`src/rtl/ctag_pkg.sv`:
```
package ctag_pkg;

    localparam int unsigned CID_W   = 24;
    localparam int unsigned REG_W   = 4;
    localparam int unsigned TYP_W   = 4;
    localparam int unsigned WORD_W  = CID_W + REG_W + TYP_W;
    localparam int unsigned CRC_W   = 8;
    localparam int unsigned TAG_W   = 8;
    localparam logic [CRC_W-1:0] CRC_POLY = 8'h07;
    localparam logic [CRC_W-1:0] CRC_SEED = 8'hFF;

    typedef enum logic [1:0] {
        CT_MAKE  = 2'd0,
        CT_CHECK = 2'd1,
        CT_KILL  = 2'd2,
        CT_RSVD  = 2'd3
    } ctag_op_e;

    typedef enum logic [1:0] {
        ST_NONE     = 2'd0,
        ST_MATCH    = 2'd1,
        ST_MISMATCH = 2'd2,
        ST_INVALID  = 2'd3
    } ctag_stat_e;

    typedef struct packed {
        logic             vld;
        logic [TAG_W-1:0] tag;
        logic [CRC_W-1:0] crc;
        ctag_stat_e       stat;
        logic             agg;
    } ctag_rsp_t;

endpackage

```
`src/rtl/ctag_pack.sv`:
```
module ctag_pack #(
    parameter int unsigned ID_W = 24,
    parameter int unsigned RG_W = 4,
    parameter int unsigned TY_W = 4,
    localparam int unsigned OUT_W = ID_W + RG_W + TY_W
) (
    input  logic [ID_W-1:0]  cid,
    input  logic [RG_W-1:0]  region,
    input  logic [TY_W-1:0]  ctype,
    output logic [OUT_W-1:0] word
);
    // identifier on top, region in the middle, type in the low nibble
    always_comb begin
        word = {cid, region, ctype};
    end
endmodule

```
`src/rtl/ctag_crc_step.sv`:
```
module ctag_crc_step #(
    parameter int unsigned W = 8,
    parameter logic [W-1:0] POLY = 8'h07
) (
    input  logic [W-1:0] crc_in,
    input  logic         din,
    output logic [W-1:0] crc_out
);
    logic feedback;
    always_comb begin
        feedback = crc_in[W-1] ^ din;
        crc_out  = {crc_in[W-2:0], 1'b0} ^ (feedback ? POLY : '0);
    end
endmodule

```
`src/rtl/ctag_crc_par.sv`:
```
module ctag_crc_par #(
    parameter int unsigned DW = 32,
    parameter int unsigned CW = 8,
    parameter logic [CW-1:0] POLY = 8'h07
) (
    input  logic [DW-1:0] data,
    input  logic [CW-1:0] seed,
    output logic [CW-1:0] crc
);
    // chain of DW combinational steps, flattened into one XOR network
    logic [CW-1:0] chain [DW+1];

    assign chain[0] = seed;

    for (genvar i = 0; i < DW; i++) begin : g_step
        ctag_crc_step #(.W(CW), .POLY(POLY)) u_step (
            .crc_in (chain[i]),
            .din    (data[DW-1-i]),
            .crc_out(chain[i+1])
        );
    end

    assign crc = chain[DW];
endmodule

```
`src/rtl/ctag_validator.sv`:
```
module ctag_validator
    import ctag_pkg::*;
#(
    parameter logic [REG_W-1:0] AGG_REGION_A = 4'd2,
    parameter logic [REG_W-1:0] AGG_REGION_B = 4'd4
) (
    input  logic             clk,
    input  logic             rst_n,
    input  logic             req_vld,
    input  logic [1:0]       req_op,
    input  logic [CID_W-1:0] req_cid,
    input  logic [REG_W-1:0] req_region,
    input  logic [TYP_W-1:0] req_type,
    input  logic [TAG_W-1:0] tag_in,
    output logic             rsp_vld,
    output logic [TAG_W-1:0] rsp_tag,
    output logic [CRC_W-1:0] rsp_crc,
    output logic [1:0]       rsp_status,
    output logic             rsp_agg
);
    localparam int unsigned FLAG_BIT = TAG_W - 1;

    logic [WORD_W-1:0] chk_word;
    logic [CRC_W-1:0]  crc_now;
    ctag_op_e          op;
    ctag_rsp_t         rsp_d, rsp_q;

    ctag_pack #(.ID_W(CID_W), .RG_W(REG_W), .TY_W(TYP_W)) u_pack (
        .cid   (req_cid),
        .region(req_region),
        .ctype (req_type),
        .word  (chk_word)
    );

    ctag_crc_par #(.DW(WORD_W), .CW(CRC_W), .POLY(CRC_POLY)) u_crc (
        .data(chk_word),
        .seed(CRC_SEED),
        .crc (crc_now)
    );

    always_comb begin
        op        = ctag_op_e'(req_op);
        rsp_d     = rsp_q;
        rsp_d.vld = 1'b0;
        if (req_vld && op != CT_RSVD) begin
            rsp_d.vld  = 1'b1;
            rsp_d.crc  = crc_now;
            rsp_d.agg  = (req_region == AGG_REGION_A) || (req_region == AGG_REGION_B);
            rsp_d.stat = ST_NONE;
            unique case (op)
                CT_MAKE: rsp_d.tag = {1'b1, crc_now[FLAG_BIT-1:0]};
                CT_KILL: rsp_d.tag = {1'b0, tag_in[FLAG_BIT-1:0]};
                default: begin
                    rsp_d.tag = tag_in;
                    if (!tag_in[FLAG_BIT])
                        rsp_d.stat = ST_INVALID;
                    else if (tag_in[FLAG_BIT-1:0] == crc_now[FLAG_BIT-1:0])
                        rsp_d.stat = ST_MATCH;
                    else
                        rsp_d.stat = ST_MISMATCH;
                end
            endcase
        end
    end

    always_ff @(posedge clk) begin
        if (!rst_n) rsp_q <= '0;
        else        rsp_q <= rsp_d;
    end

    assign rsp_vld    = rsp_q.vld;
    assign rsp_tag    = rsp_q.tag;
    assign rsp_crc    = rsp_q.crc;
    assign rsp_status = rsp_q.stat;
    assign rsp_agg    = rsp_q.agg;

    // a response only ever follows a request
    p_vld_follows_req_r9: assert property (@(posedge clk) disable iff (!rst_n)
        rsp_vld |-> $past(req_vld) && $past(req_op) != 2'd3);

    // a reserved op holds every result output
    p_rsvd_holds_r9: assert property (@(posedge clk) disable iff (!rst_n)
        (req_vld && req_op == 2'd3) |=> !rsp_vld && $stable(rsp_tag) && $stable(rsp_crc)
                                        && $stable(rsp_status) && $stable(rsp_agg));

    // a made tag carries the flag and the CRC low bits
    p_make_flag_r4: assert property (@(posedge clk) disable iff (!rst_n)
        (rsp_vld && $past(req_op) == 2'd0) |->
            rsp_tag[FLAG_BIT] && rsp_tag[FLAG_BIT-1:0] == rsp_crc[FLAG_BIT-1:0] && rsp_status == 2'd0);

    // a killed tag loses only its flag
    p_kill_clears_r5: assert property (@(posedge clk) disable iff (!rst_n)
        (rsp_vld && $past(req_op) == 2'd2) |->
            !rsp_tag[FLAG_BIT] && rsp_tag[FLAG_BIT-1:0] == $past(tag_in[FLAG_BIT-1:0]));

    // an unflagged stored tag is always reported invalid
    p_unflagged_invalid_r6: assert property (@(posedge clk) disable iff (!rst_n)
        (rsp_vld && $past(req_op) == 2'd1 && !$past(tag_in[FLAG_BIT])) |-> rsp_status == 2'd3);

    // a flagged stored tag never yields invalid or none
    p_flagged_verdict_r7: assert property (@(posedge clk) disable iff (!rst_n)
        (rsp_vld && $past(req_op) == 2'd1 && $past(tag_in[FLAG_BIT])) |->
            (rsp_status == 2'd1) == (rsp_tag[FLAG_BIT-1:0] == rsp_crc[FLAG_BIT-1:0]) && rsp_status != 2'd3);

    // aggregation flag tracks the requested region
    p_agg_region_r8: assert property (@(posedge clk) disable iff (!rst_n)
        rsp_vld |-> rsp_agg == ($past(req_region) == 4'd2 || $past(req_region) == 4'd4));
endmodule

```
`config.mk`:
```
export PLATFORM = sky130hd
export DESIGN_NAME = ctag_validator
export DESIGN_NICKNAME = d
export VERILOG_FILES = /design/src/rtl/ctag_pkg.sv /design/src/rtl/ctag_pack.sv /design/src/rtl/ctag_crc_step.sv /design/src/rtl/ctag_crc_par.sv /design/src/rtl/ctag_validator.sv
export SDC_FILE = /design/constraint.sdc
export NUM_CORES = 1
export LEC_CHECK = 0
export BUFFER_PORTS_ARGS = -buffer_cell sky130_fd_sc_hd__buf_2
export CAP_MARGIN = 20
export CORE_MARGIN = 1
export CORE_UTILIZATION = 39
export DETAILED_ROUTE_END_ITERATION = 8
export GPL_TIMING_DRIVEN = 0
export PLACE_DENSITY = 0.68
export SETUP_SLACK_MARGIN = 0.1
export SYNTH_ARGS = -nofsm -noshare
export SYNTH_HDL_FRONTEND = slang
export SYNTH_SLANG_ARGS = --single-unit
```
`constraint.sdc`:
```
create_clock -name clk -period 3.4 [get_ports clk]
set_input_delay 0 -clock clk [delete_from_list [all_inputs] [get_ports clk]]
set_output_delay 0 -clock clk [all_outputs]
set_load 0.02 [all_outputs]
```
======== Word-level counts from Yosys, hierarchy flattened ========
Index checks and enable logic that the tools add are counted.
storage, ports and cells
  register bits after elaboration ......... 20
  output and inout bits ................... 20
cells by class
  reductions and logical operators ........ 4
  bitwise operators ....................... 63
  equality and inequality tests ........... 5
  muxes and demuxes ....................... 37
operators with widths
  operator                                        count
  XOR 8 x 3 -> 8 bit                              31
  2-to-1 mux 3 bit                                32
  XOR 1 bit                                       31
  2-to-1 mux 20 bit                               1
  one-hot mux 8 bit (2 select lines)              1
  == test 7 bit                                   1
  NOT 7 bit                                       1
  2-to-1 mux 2 bit                                3
  == test 4 x 2 -> 1 bit (second input constant)  1
  == test 4 x 3 -> 1 bit (second input constant)  1
  == test 2 bit (second input constant)           1
  logical NOT 2 bit                               1
  inequality test 2 bit (second input constant)   1
  OR reduction 2 bit                              1
  logical AND 1 bit                               1
  logical OR 1 bit                                1

======== Logic depth before layout (Yosys ltp) ========
Gate-level depths: netlist of the first run.
  depth after elaboration ................. 100
  depth in mapped cells ................... 8
  depth with buffers taken out ............ 8

======== Hierarchy ========
From an unflattened synthesis of the first run, not the netlist that was laid out.
second synthesis, totals
  cells, all modules ...................... 431
  area, all modules ....................... 4424.2 um^2
modules (own cells, without submodules)
  module          cells an instance  area an instance (um^2)  seq. area each (um^2)  times used
  ctag_crc_step   9                  101.3                    0.0                    32
  ctag_validator  111                940.9                    400.4                  1
  ctag_pack       32                 240.2                    0.0                    1

======== Least setup slack after synthesis of the first run ========
OpenSTA, ideal clock, no wires.
  kind .................................... input to register
  start point ............................. in req_cid[14]
  end point ............................... reg rsp_q (netlist bit rsp_status[1])
  required time ........................... 3.281 ns
  path slack .............................. 0.799 ns
  stages .................................. 8
  path buffers ............................ 0
  arrival ................................. 2.483 ns
  cell sequence ........................... xor3_1 xnor3_1 xnor3_2 xor3_1 xor2_1 or3_1 a211o_1 o221a_2
between the ends
  longest elaborated chain between the ends .. 35
  elaborated cells on any way between the ends .. 55
RTL lines
  what                                                           line                                      source
  start, declared                                                ctag_validator.sv:11                      input logic [CID_W-1:0] req_cid,
  XOR 1 bit *                                                    ctag_crc_step.sv:11                       feedback = crc_in[W-1] ^ din;
  2-to-1 mux 3 bit *                                             ctag_crc_step.sv:12                       crc_out = {crc_in[W-2:0], 1'b0} ^ (feedback ? POLY : '0);
  XOR 8 x 3 -> 8 bit * (6 in a row)                              ctag_crc_step.sv:12
  XOR 1 bit / XOR 8 x 3 -> 8 bit (equally long branches)         ctag_crc_step.sv:11, ctag_crc_step.sv:12
  2-to-1 mux 3 bit, or another cell as far along                 ctag_crc_step.sv:12
  XOR 8 x 3 -> 8 bit * (8 in a row)                              ctag_crc_step.sv:12
  XOR 1 bit, or another cell as far along                        ctag_crc_step.sv:11
  2-to-1 mux 3 bit, or another cell as far along                 ctag_crc_step.sv:12
  XOR 8 x 3 -> 8 bit * (8 in a row)                              ctag_crc_step.sv:12
  XOR 1 bit, or another cell as far along                        ctag_crc_step.sv:11
  2-to-1 mux 3 bit / XOR 8 x 3 -> 8 bit (equally long branches)  ctag_crc_step.sv:12
  XOR 8 x 3 -> 8 bit *                                           ctag_crc_step.sv:12
  == test 7 bit *                                                ctag_validator.sv:57                      else if (tag_in[FLAG_BIT-1:0] == crc_now[FLAG_BIT-1:0])
  2-to-1 mux 2 bit *                                             ctag_validator.sv:57
  2-to-1 mux 2 bit *                                             ctag_validator.sv:55                      if (!tag_in[FLAG_BIT])
  2-to-1 mux 2 bit *                                             ctag_validator.sv:50                      unique case (op)
  end signal, assigned                                           ctag_validator.sv:68                      else rsp_q <= rsp_d;
  end, declared                                                  ctag_validator.sv:26                      ctag_rsp_t rsp_d, rsp_q;
Every way passes the cells marked *; elsewhere a longest branch is shown, timed or not.
A chain may end at the register's enable or synchronous reset.

======== Worst setup path in the final report of the first run ========
  start point ............................. in req_cid[22]
  end point ............................... reg rsp_q (netlist bit rsp_status[0])
between the ends
  longest elaborated chain between the ends .. 47
  elaborated cells on any way between the ends .. 79
RTL lines
  what                               line
  XOR 1 bit *                        ctag_crc_step.sv:11
  2-to-1 mux 3 bit *                 ctag_crc_step.sv:12
  XOR 8 x 3 -> 8 bit * (6 in a row)  ctag_crc_step.sv:12
  XOR 1 bit                          ctag_crc_step.sv:11
  2-to-1 mux 3 bit                   ctag_crc_step.sv:12
  XOR 8 x 3 -> 8 bit * (6 in a row)  ctag_crc_step.sv:12
  XOR 1 bit                          ctag_crc_step.sv:11
  2-to-1 mux 3 bit                   ctag_crc_step.sv:12
  (+16 left out)                     --
  XOR 8 x 3 -> 8 bit * (6 in a row)  ctag_crc_step.sv:12
  XOR 1 bit                          ctag_crc_step.sv:11
  2-to-1 mux 3 bit                   ctag_crc_step.sv:12
  XOR 8 x 3 -> 8 bit *               ctag_crc_step.sv:12
  == test 7 bit *                    ctag_validator.sv:57
  2-to-1 mux 2 bit *                 ctag_validator.sv:57
  2-to-1 mux 2 bit *                 ctag_validator.sv:55
  2-to-1 mux 2 bit *                 ctag_validator.sv:50
Marked as above.

==> impl_metrics.json, run 1 <==
{
  "numCtsBuffers": 3,
  "io_pins": 65,
  "cp.required_ns": 3.57,
  "hold_viol_final": 0,
  "reg2reg_depth": 3,
  "grt_max_degree": 11,
  "synth_ff_type": "dfxtp_1",
  "viasPerCell": 4.93,
  "start_util_pct": 41.3,
  "cp-start-kind": "input port",
  "grt_pass1_vias": 1472,
  "htree_levels": 1,
  "critPathCaptureType": "register",
  "tightest_slew_ns": 0.660,
  "grt_pass1_wl_mm": 6.38,
  "drive_gt1_share_pct": 31.2,
  "finalMaxSlewViolations": 0,
  "ys_async_sr_fraction_pct": 0,
  "synthesis.area_um2": 1820,
  "num-nets-final": 281,
  "layout_worst_path_cycle_share_pct": 78.1,
  "wl_mm": 3.69,
  "hp-class": "input port to register",
  "fmax_mhz": 377,
  "drc": 0,
  "detail-route-antenna-nets": 0,
  "p_leak_uw": 0.00115,
  "clk_latency_ns": 0.25,
  "core-area_um2": 4410,
  "avgSynthCellArea_um2": 11.0,
  "wl_per_cell_um": 12.9,
  "finalSetupViolCount": 0,
  "status": "finished, final reports clean",
  "grtUsageTotal_pct": 16.1,
  "vias": 1409,
  "arrival_ns": 2.82,
  "antenna_found_initial": 0,
  "clk_path_buf_depth": 2,
  "yosysWarnings": 0,
  "powerDensity_nw_per_um2": 873,
  "rows": 24,
  "synth_nets": 211,
  "ir_worst_vdd_mv": 0.413,
  "postCtsSetupBuffers": 0,
  "tns_ns": 0,
  "dieArea_um2": 4950,
  "synth_edf_count": 0,
  "worstHoldPathCells": 3,
  "drtPass1Iterations": 4,
  "worst-setup-path-type": "input port to register",
  "postLayoutCoreUtil_pct": 51.2,
  "drt_first_iter_violations": 27,
  "dpl.hpwl_mm": 3.16,
  "path_clk_slew_ns": 0.07,
  "syn_inst": 166,
  "place_congestion": 0.752,
  "portBuffers": 64,
  "yosysUniqueCellTypes": 28,
  "drv_cap": 0,
  "gr-total-overflow": 0,
  "area_growth_pct": 24.0,
  "path_max_fanout": 5,
  "cts-root-buf": "clkbuf_8",
  "synth-seq-cells": 20,
  "maxSlewHeadroom_pct": 55.9,
  "die_width_um": 70.3,
  "clock_sinks": 20,
  "rsz0062_at_grt": "no",
  "skew_ns": 0,
  "diodes": 0,
  "timing.final.crit_period_ns": 2.66,
  "design_power_total_uw": 1970,
  "die_h_um": 70.3,
  "ys_seq_area_share_pct": 22.0,
  "cts_tree": "built"
}
==> final timing paths <==
kind / startpoint / endpoint / slack (ns)
hold / removal: rst_n / rsp_tag[2] / 0.02
hold reg to reg: rsp_crc[3] / rsp_crc[3] / 0.46
setup reg to reg: rsp_status[1] / rsp_status[1] / 2.48
setup / recovery: req_cid[22] / rsp_status[0] / 0.74
==> worst max-delay path, cell delays in order <==
cell and delay [ns]:
buf_2 0.15, xnor3_1 0.44, xor2_2 0.28, xor2_1 0.31, xnor3_1 0.48, xnor2_2 0.23
or3_1 0.36, a211o_1 0.30, a311oi_2 0.27
==> what timing repair did <==
| action | CTS | global route |
|---|---|---|
| hold buffers | 1 | 0 |
| hold endpoints to repair | 1 | 0 |
| resized for setup | 0 | 0 |
==> cell usage after synthesis (2+ instances only) <==
library cell   n  area (um2)
a311oi_1       3        26.3
xnor3_2        2        47.6
xor2_1        14         123
xnor3_1       22         495
nand3_1        2        10.0
dfxtp_1       20         400
nor2_1        18        67.6
xnor2_1       24         210
a21oi_1       11        55.1
xor3_1         4        95.1
and2_1         3        18.8
clkbuf_1       4        15.0
a211oi_1       7        52.6
nand2_1       14        52.6
o21ai_0        4        20.0
mux2i_1        2        20.0
==> stage by stage <==
stage                     setup slack, ns  area [um2]  hold slack (ns)  cells
after global routing                0.586        2260           0.0272    286
after global placement              0.514        2210            0.258    282
after CTS                           0.726        2260           0.0197    286
final                               0.744        2260           0.0158    286
after floorplan                     0.799        1820            0.116    166
after detailed placement            0.487        2210            0.253    282
==> routing by layer <==
| layer | track usage, % | vias to the layer above | part of all wire [%] |
|---|---|---|---|
| li1 | - | 714 | - |
| met1 | 21.0 | 655 | 46 |
| met2 | 28.1 | 38 | 49 |
| met3 | 3.03 | 2 | 5.0 |
| met4 | 2.00 | 0 | 0.41 |
| met5 | 0 | - | 0 |
==> cells in the final DEF, fill, tap and decap left out <==
| cell type | instances |
|---|---|
| a211o_1 | 1 |
| a211oi_1 | 7 |
| a21oi_1 | 11 |
| a311oi_1 | 3 |
| a311oi_2 | 1 |
| and2_1 | 3 |
| and3b_1 | 1 |
| buf_2 | 64 |
| clkbuf_1 | 4 |
| clkbuf_8 | 3 |
| clkinv_1 | 1 |
| dfxtp_1 | 20 |
| dlygate4sd3_1 | 1 |
| mux2i_1 | 2 |
| nand2_1 | 14 |
| nand2b_1 | 1 |
| nand3_1 | 2 |
| nor2_1 | 18 |
| nor2b_1 | 1 |
| nor3b_1 | 1 |
| nor4_1 | 1 |
| o21ai_0 | 4 |
| o221a_2 | 1 |
| or3_1 | 1 |
| xnor2_1 | 24 |
| xnor2_2 | 1 |
| xnor3_1 | 22 |
| xnor3_2 | 2 |
| xor2_1 | 14 |
| xor2_2 | 1 |
| xor3_1 | 4 |
==> cell families after synthesis <==
family / after synthesis / synth area share [%]
multiplexers: 2 / 1.10
buffers and inverters: 5 / 1.03
AO/OA/AOI/OAI: 28 / 10.4
AND/OR/NAND/NOR: 43 / 10.4
flip-flops: 20 / 22.0
XOR/XNOR: 68 / 55.1
==> state kept, by name (all words and copies together) (netlist names) <==
signal / count
rsp_vld: 1
rsp_status: 2
rsp_crc: 8
rsp_tag: 8
rsp_agg: 1
==> cell type report <==
type | count | area, um2
inverters | 1 | 3.75
plain buffers | 4 | 15.0
clock buffers | 3 | 41.3
repair buffers | 65 | 330
well taps | 52 | 65.1
flip-flops and latches | 20 | 400
fillers | 430 | 2160
multi-input cells | 141 | 1400
==> report_power, final <==
part           internal [uW]  switching, uW
clock                   78.7           71.1
combinational            783            729
sequential               287           22.5
No activity file was read; power rests on OpenSTA's default activity.
==> run 2, diff against run 1 <==
clock period = 2.6 ns   (was 3.4 ns; I/O delays follow)
==> run 2 against run 1 <==
  * Sequential power increased by 31%
  * Clock-buffer cell count did not move
  * Largest cell class unchanged
  * Combinational power grew 42%
  * Final area grew 6.6%
  * Register-to-register slack worse by 0.83 ns
  * Clock power grew 31%
  * Highest routed layer unchanged
  * Power rose by 40%
  * Critical path type unchanged
  * Cell count grew 2.4%
  * Critical endpoint is now rsp_status[1]
==> impl_metrics.json, run 2 (synthesis results as in run 1) <==
{
  "cp_slowest_stage_delay_ns": 0.46,
  "placed_cells": 282,
  "path_buf_inv": 1,
  "start_util_pct": 41.3,
  "grt_use_met2_pct": 29.3,
  "grtUsageTotal_pct": 16.2,
  "timing.final.crit_period_ns": 2.48,
  "use_met3_pct": 2.45,
  "fin_hold_ws_ns": 0.0140,
  "final_cell_mix": "62 x buf_2, 20 x dfxtp_1, 19 x xnor2_1",
  "vias": 1441,
  "cp-start-kind": "input port",
  "seqPwrFrac_pct": 14.7,
  "p_comb_share_pct": 78.2,
  "status": "finished, final reports clean",
  "die_h_um": 70.3,
  "finalMaxSlewViolations": 0,
  "detail-route-antenna-nets": 0,
  "arrival_ns": 2.63,
  "ir_worst_vdd_mv": 0.606,
  "critPathCaptureType": "register",
  "wl_per_cell_um": 13.5,
  "maxSlewHeadroom_pct": 54.1,
  "critPathMostFrequentCell": "xnor3_2",
  "switchingPower_uw": 1130,
  "diodes": 0,
  "core-area_um2": 4410,
  "r2r_start": "rsp_status[1]",
  "drive_gt1_share_pct": 39.0,
  "portBuffers": 64,
  "grtUsageMet1_pct": 20.6,
  "cts-root-buf": "clkbuf_8",
  "drtPass1Iterations": 4,
  "layout_worst_path_cycle_share_pct": 95.5,
  "dpl.hpwl_mm": 3.15,
  "hold_viol_final": 0,
  "internal_power_uw": 1630,
  "p_leak_uw": 0.00123,
  "path_max_fanout": 2,
  "grt_pass1_vias": 1479,
  "min-delay-start": "rst_n",
  "antenna_found_initial": 0,
  "grt_max_degree": 11,
  "power.clock.fraction_pct": 7.2,
  "skew_ns": 0,
  "grt_pass1_wl_mm": 6.47,
  "tns_ns": 0,
  "p_sw_share_pct": 41.0,
  "clock_sinks": 20,
  "clk_path_buf_depth": 2,
  "hp-class": "input port to register",
  "numCtsBuffers": 3,
  "rsz0062_at_grt": "yes",
  "worst-setup-path-type": "input port to register",
  "drv_cap": 0,
  "cp.required_ns": 2.75,
  "path_clk_slew_ns": 0.07,
  "drc": 0,
  "io_pins": 65,
  "postLayoutCoreUtil_pct": 54.6,
  "cpLargestDelayFamily": "XOR/XNOR gates",
  "dieArea_um2": 4950,
  "num-nets-final": 288,
  "place_congestion": 0.764,
  "viasPerCell": 4.92,
  "drt_first_iter_violations": 37,
  "die_width_um": 70.3,
  "pre_cts_slack_ns": -0.294,
  "tightest_slew_ns": 0.686,
  "fmax_mhz": 403,
  "wl_mm": 3.95,
  "busiest_layer": "met2",
  "cp_slowest_cell": "xnor3_2",
  "finalSetupViolCount": 0,
  "clk_latency_ns": 0.25,
  "setup_ws_ns": 0.118,
  "gr-total-overflow": 0,
  "critPathLaunch": "req_cid[6]",
  "path_cells": "buf_6 -> xnor3_2 -> xnor2_4 -> xnor3_2 -> xor3_1 -> xor2_1 -> or3_1 -> a211o_1 -> o221a_2",
  "htree_levels": 1,
  "area_growth_pct": 32.2,
  "layout_commonest_cell": "buf_2",
  "stdcell_count": 293,
  "powerDensity_nw_per_um2": 1140,
  "cts_tree": "built",
  "rows": 24
}
## run 2: changes by cell type in the layout (fill, tap and decap cells not counted), sizes merged
cell  previous run  this run
buf             64        71
## run 2: final timing paths
kind | endpoint | slack, ns | depth (start not counted)
worst min register to register | rsp_crc[1] | 0.45 | 2
worst max register to register | rsp_status[1] | 1.65 | 3
worst min-delay path | rsp_tag[2] | 0.01 | 3
worst max-delay path | rsp_status[1] | 0.12 | 9
## run 2: cell type report
type                            instances  area, um2
Fill cell                             387       2010
Inverter                                1       3.75
Multi-Input combinational cell        141       1490
Buffer                                  4       15.0
Tap cell                               52       65.1
Timing Repair Buffer                   72        395
Clock buffer                            3       41.3
Sequential cell                        20        400
## run 2: power by group through the flow
| stage | Clock [uW] | Sequential (uW) | Combinational, uW |
|---|---|---|---|
| 5_1_grt | 216 | 416 | 2330 |
| 2_1_floorplan | 0 | 493 | 1570 |
| 4_1_cts | 204 | 406 | 2050 |
| 3_5_place_dp | 0 | 412 | 1990 |
| 6_report | 197 | 404 | 2150 |
| 3_3_place_gp | 0 | 410 | 1970 |
## run 2: routing by layer
metal / up-vias / share of wire (%)
li1: 726 / -
met1: 672 / 44
met4: 0 / 0.30
met3: 2 / 4.3
met5: - / 0
met2: 41 / 51
## run 2: repair_timing
item / 4_1_cts / 5_1_grt
hold endpoints to repair: 1 / 0
hold buffers: 1 / 0
setup endpoints to repair: 2 / 2
gates resized for setup: 6 / 11
setup buffers: 3 / 4
pin swaps: 6 / 7
## run 2: through the flow
step           instance area (um2)  total power, uW
3_5_place_dp                  2210             2400
2_1_floorplan                 1820             2060
6_report                      2410             2760
3_3_place_gp                  2210             2380
4_1_cts                       2310             2660
5_1_grt                       2410             2960
## run 2: worst register-to-register path: cells and delay by family, from the launching register on
family          cells  cell delay, ns
flops               1            0.31
simple gates        2            0.28
compound gates      1            0.24
==> run 3, diff against run 2 <==
CAP_MARGIN = 10   (was 20)
CORE_ASPECT_RATIO = 0.8   (was default)
CORE_MARGIN = 10   (was 1)
==> run 3 against run 2 <==
  * Global-route usage decreased by 4.9 points
  * Clock-buffer cell count unchanged
  * Critical endpoint unchanged
  * Non-clock buffer count increased by 1
  * Highest routed layer unchanged
  * Clock skew unchanged
  * Fmax increased by 0.95%
  * Core utilization decreased by 0.68 points
  * Final area increased by 1.6%
  * Register-to-register slack improved by 0.02 ns
==> impl_metrics.json, run 3 (synthesis results as in run 1) <==
{
  "finalMaxSlewViolations": 0,
  "drtPass1Iterations": 4,
  "dieArea_um2": 7820,
  "drv_cap": 0,
  "finalSetupViolCount": 0,
  "rrSetupSlack_ns": 1.67,
  "worstHoldEndpoint": "rsp_tag[2]",
  "p_leak_uw": 0.00123,
  "switchingPower_uw": 1150,
  "rows": 22,
  "setup_ws_ns": 0.142,
  "reg2reg_depth": 3,
  "place_congestion": 0.797,
  "cp_slowest_stage_delay_ns": 0.45,
  "numCtsBuffers": 3,
  "viasPerCell": 4.75,
  "path_max_fanout": 2,
  "wl_mm": 4.61,
  "maxSlewHeadroom_pct": 54.7,
  "powerDensity_nw_per_um2": 1140,
  "critPathCaptureType": "register",
  "final_area_um2": 2450,
  "cp_slowest_cell": "xnor3_2",
  "grtUsageTotal_pct": 11.3,
  "grt_pass1_wl_mm": 7.09,
  "htree_levels": 1,
  "portBuffers": 64,
  "path_cells": "buf_2 -> xnor3_2 -> xor2_1 -> xnor3_2 -> xor3_1 -> xor2_1 -> or3_1 -> a211o_1 -> o221a_2",
  "grt_max_degree": 11,
  "r2r_start": "rsp_status[1]",
  "design_power_total_uw": 2780,
  "pre_cts_slack_ns": -0.302,
  "cp.required_ns": 2.75,
  "p_comb_share_pct": 78.5,
  "num-nets-final": 289,
  "diodes": 0,
  "cts-root-buf": "clkbuf_8",
  "die_width_um": 96.4,
  "gr-total-overflow": 0,
  "layout_worst_path_cycle_share_pct": 94.6,
  "die_h_um": 81.1,
  "timing.final.crit_period_ns": 2.46,
  "final_cell_mix": "64 x buf_2, 20 x dfxtp_1, 19 x xnor2_1",
  "clock_sinks": 20,
  "power.clock.fraction_pct": 7.0,
  "n_fill_cell": 414,
  "cts_tree": "built",
  "tightest_slew_ns": 0.677,
  "drc": 0,
  "path_clk_slew_ns": 0.07,
  "internal_power_uw": 1630,
  "wl_per_cell_um": 15.3,
  "place_area_um2": 2220,
  "antenna_found_initial": 0,
  "hp-class": "input port to register",
  "path_buf_inv": 1,
  "vias": 1434,
  "p_sw_share_pct": 41.3,
  "io_pins": 65,
  "r2r_end": "rsp_status[1]",
  "worstHoldPathCells": 3,
  "rsz0062_at_grt": "yes",
  "area_growth_pct": 34.3,
  "arrival_ns": 2.61,
  "hold_viol_final": 0,
  "fin_hold_ws_ns": 0.0164,
  "status": "finished, final reports clean",
  "skew_ns": 0,
  "min-delay-start": "rst_n",
  "clk_latency_ns": 0.25,
  "start_util_pct": 40.1,
  "core-area_um2": 4540,
  "seqPwrFrac_pct": 14.5,
  "layout_commonest_cell": "buf_2",
  "detail-route-antenna-nets": 0,
  "ir_worst_vdd_mv": 0.610,
  "grt_pass1_vias": 1479,
  "drive_gt1_share_pct": 40.9,
  "drt_first_iter_violations": 53,
  "dpl.hpwl_mm": 3.79,
  "clk_path_buf_depth": 2,
  "fmax_mhz": 407,
  "cpLargestDelayFamily": "XOR/XNOR gates",
  "worst-setup-path-type": "input port to register",
  "cp-start-kind": "input port"
}
run 3: metrics by stage:
step	util, %	cells	setup TNS (ns)
floorplan	-	166	0
global placement	48.8	290	-0.534
detailed placement	48.8	290	-0.610
CTS	52.0	297	0
global route	53.9	302	0
finish	53.9	302	0
run 3: timing repair:
| item | in CTS | in global routing |
|---|---|---|
| pin swaps | 5 | 12 |
| setup buffers | 3 | 5 |
| endpoints found under the hold margin | 1 | 0 |
| hold buffers | 1 | 0 |
| endpoints found under the setup margin | 2 | 2 |
| gates resized for setup | 10 | 10 |
run 3: power groups by stage:
stage | Combinational (uW) | Clock, uW | Sequential [uW]
floorplan | 1570 | 0 | 493
global placement | 1990 | 0 | 410
detailed placement | 2010 | 0 | 411
CTS | 2110 | 202 | 404
global route | 2400 | 212 | 412
finish | 2180 | 194 | 404
run 3: layout make-up:
type	instances	area (um2)	area share, %
clock buffers	3	41.3	1.69
plain buffers	4	15.0	0.613
flip-flops and latches	20	400	16.4
repair buffers	73	390	16.0
inverters	1	3.75	0.153
well taps	60	75.1	3.07
multi-input cells	141	1520	62.2
run 3: metal layers:
layer	routed length, um	GRT usage [%]	up-vias	part of all wire [%]
li1	-	-	731	-
met4	7	0.870	0	0.15
met1	2030	14.3	660	44
met3	385	3.96	2	8.4
met2	2180	18.9	41	47
met5	0	0	-	0
run 3: worst min-delay path: cells and delay by family:
family	cells	cell delay (ns)
buffers and inverters	1	0.12
AO/OA/AOI/OAI	2	0.11
run 3: how the worst max path moves through the flow:
| stage | slack [ns] | cells after the start | end | from |
|---|---|---|---|---|
| finish | 0.14 | 9 | rsp_status[1] | req_cid[16] |
| global route | 0.08 | 9 | rsp_status[0] | req_cid[18] |
| global placement | -0.27 | 9 | rsp_status[1] | req_cid[22] |
| floorplan | 0.07 | 8 | rsp_status[1] | req_cid[21] |
| detailed placement | -0.30 | 9 | rsp_status[1] | req_cid[22] |
| CTS | 0.10 | 9 | rsp_status[0] | req_cid[21] |
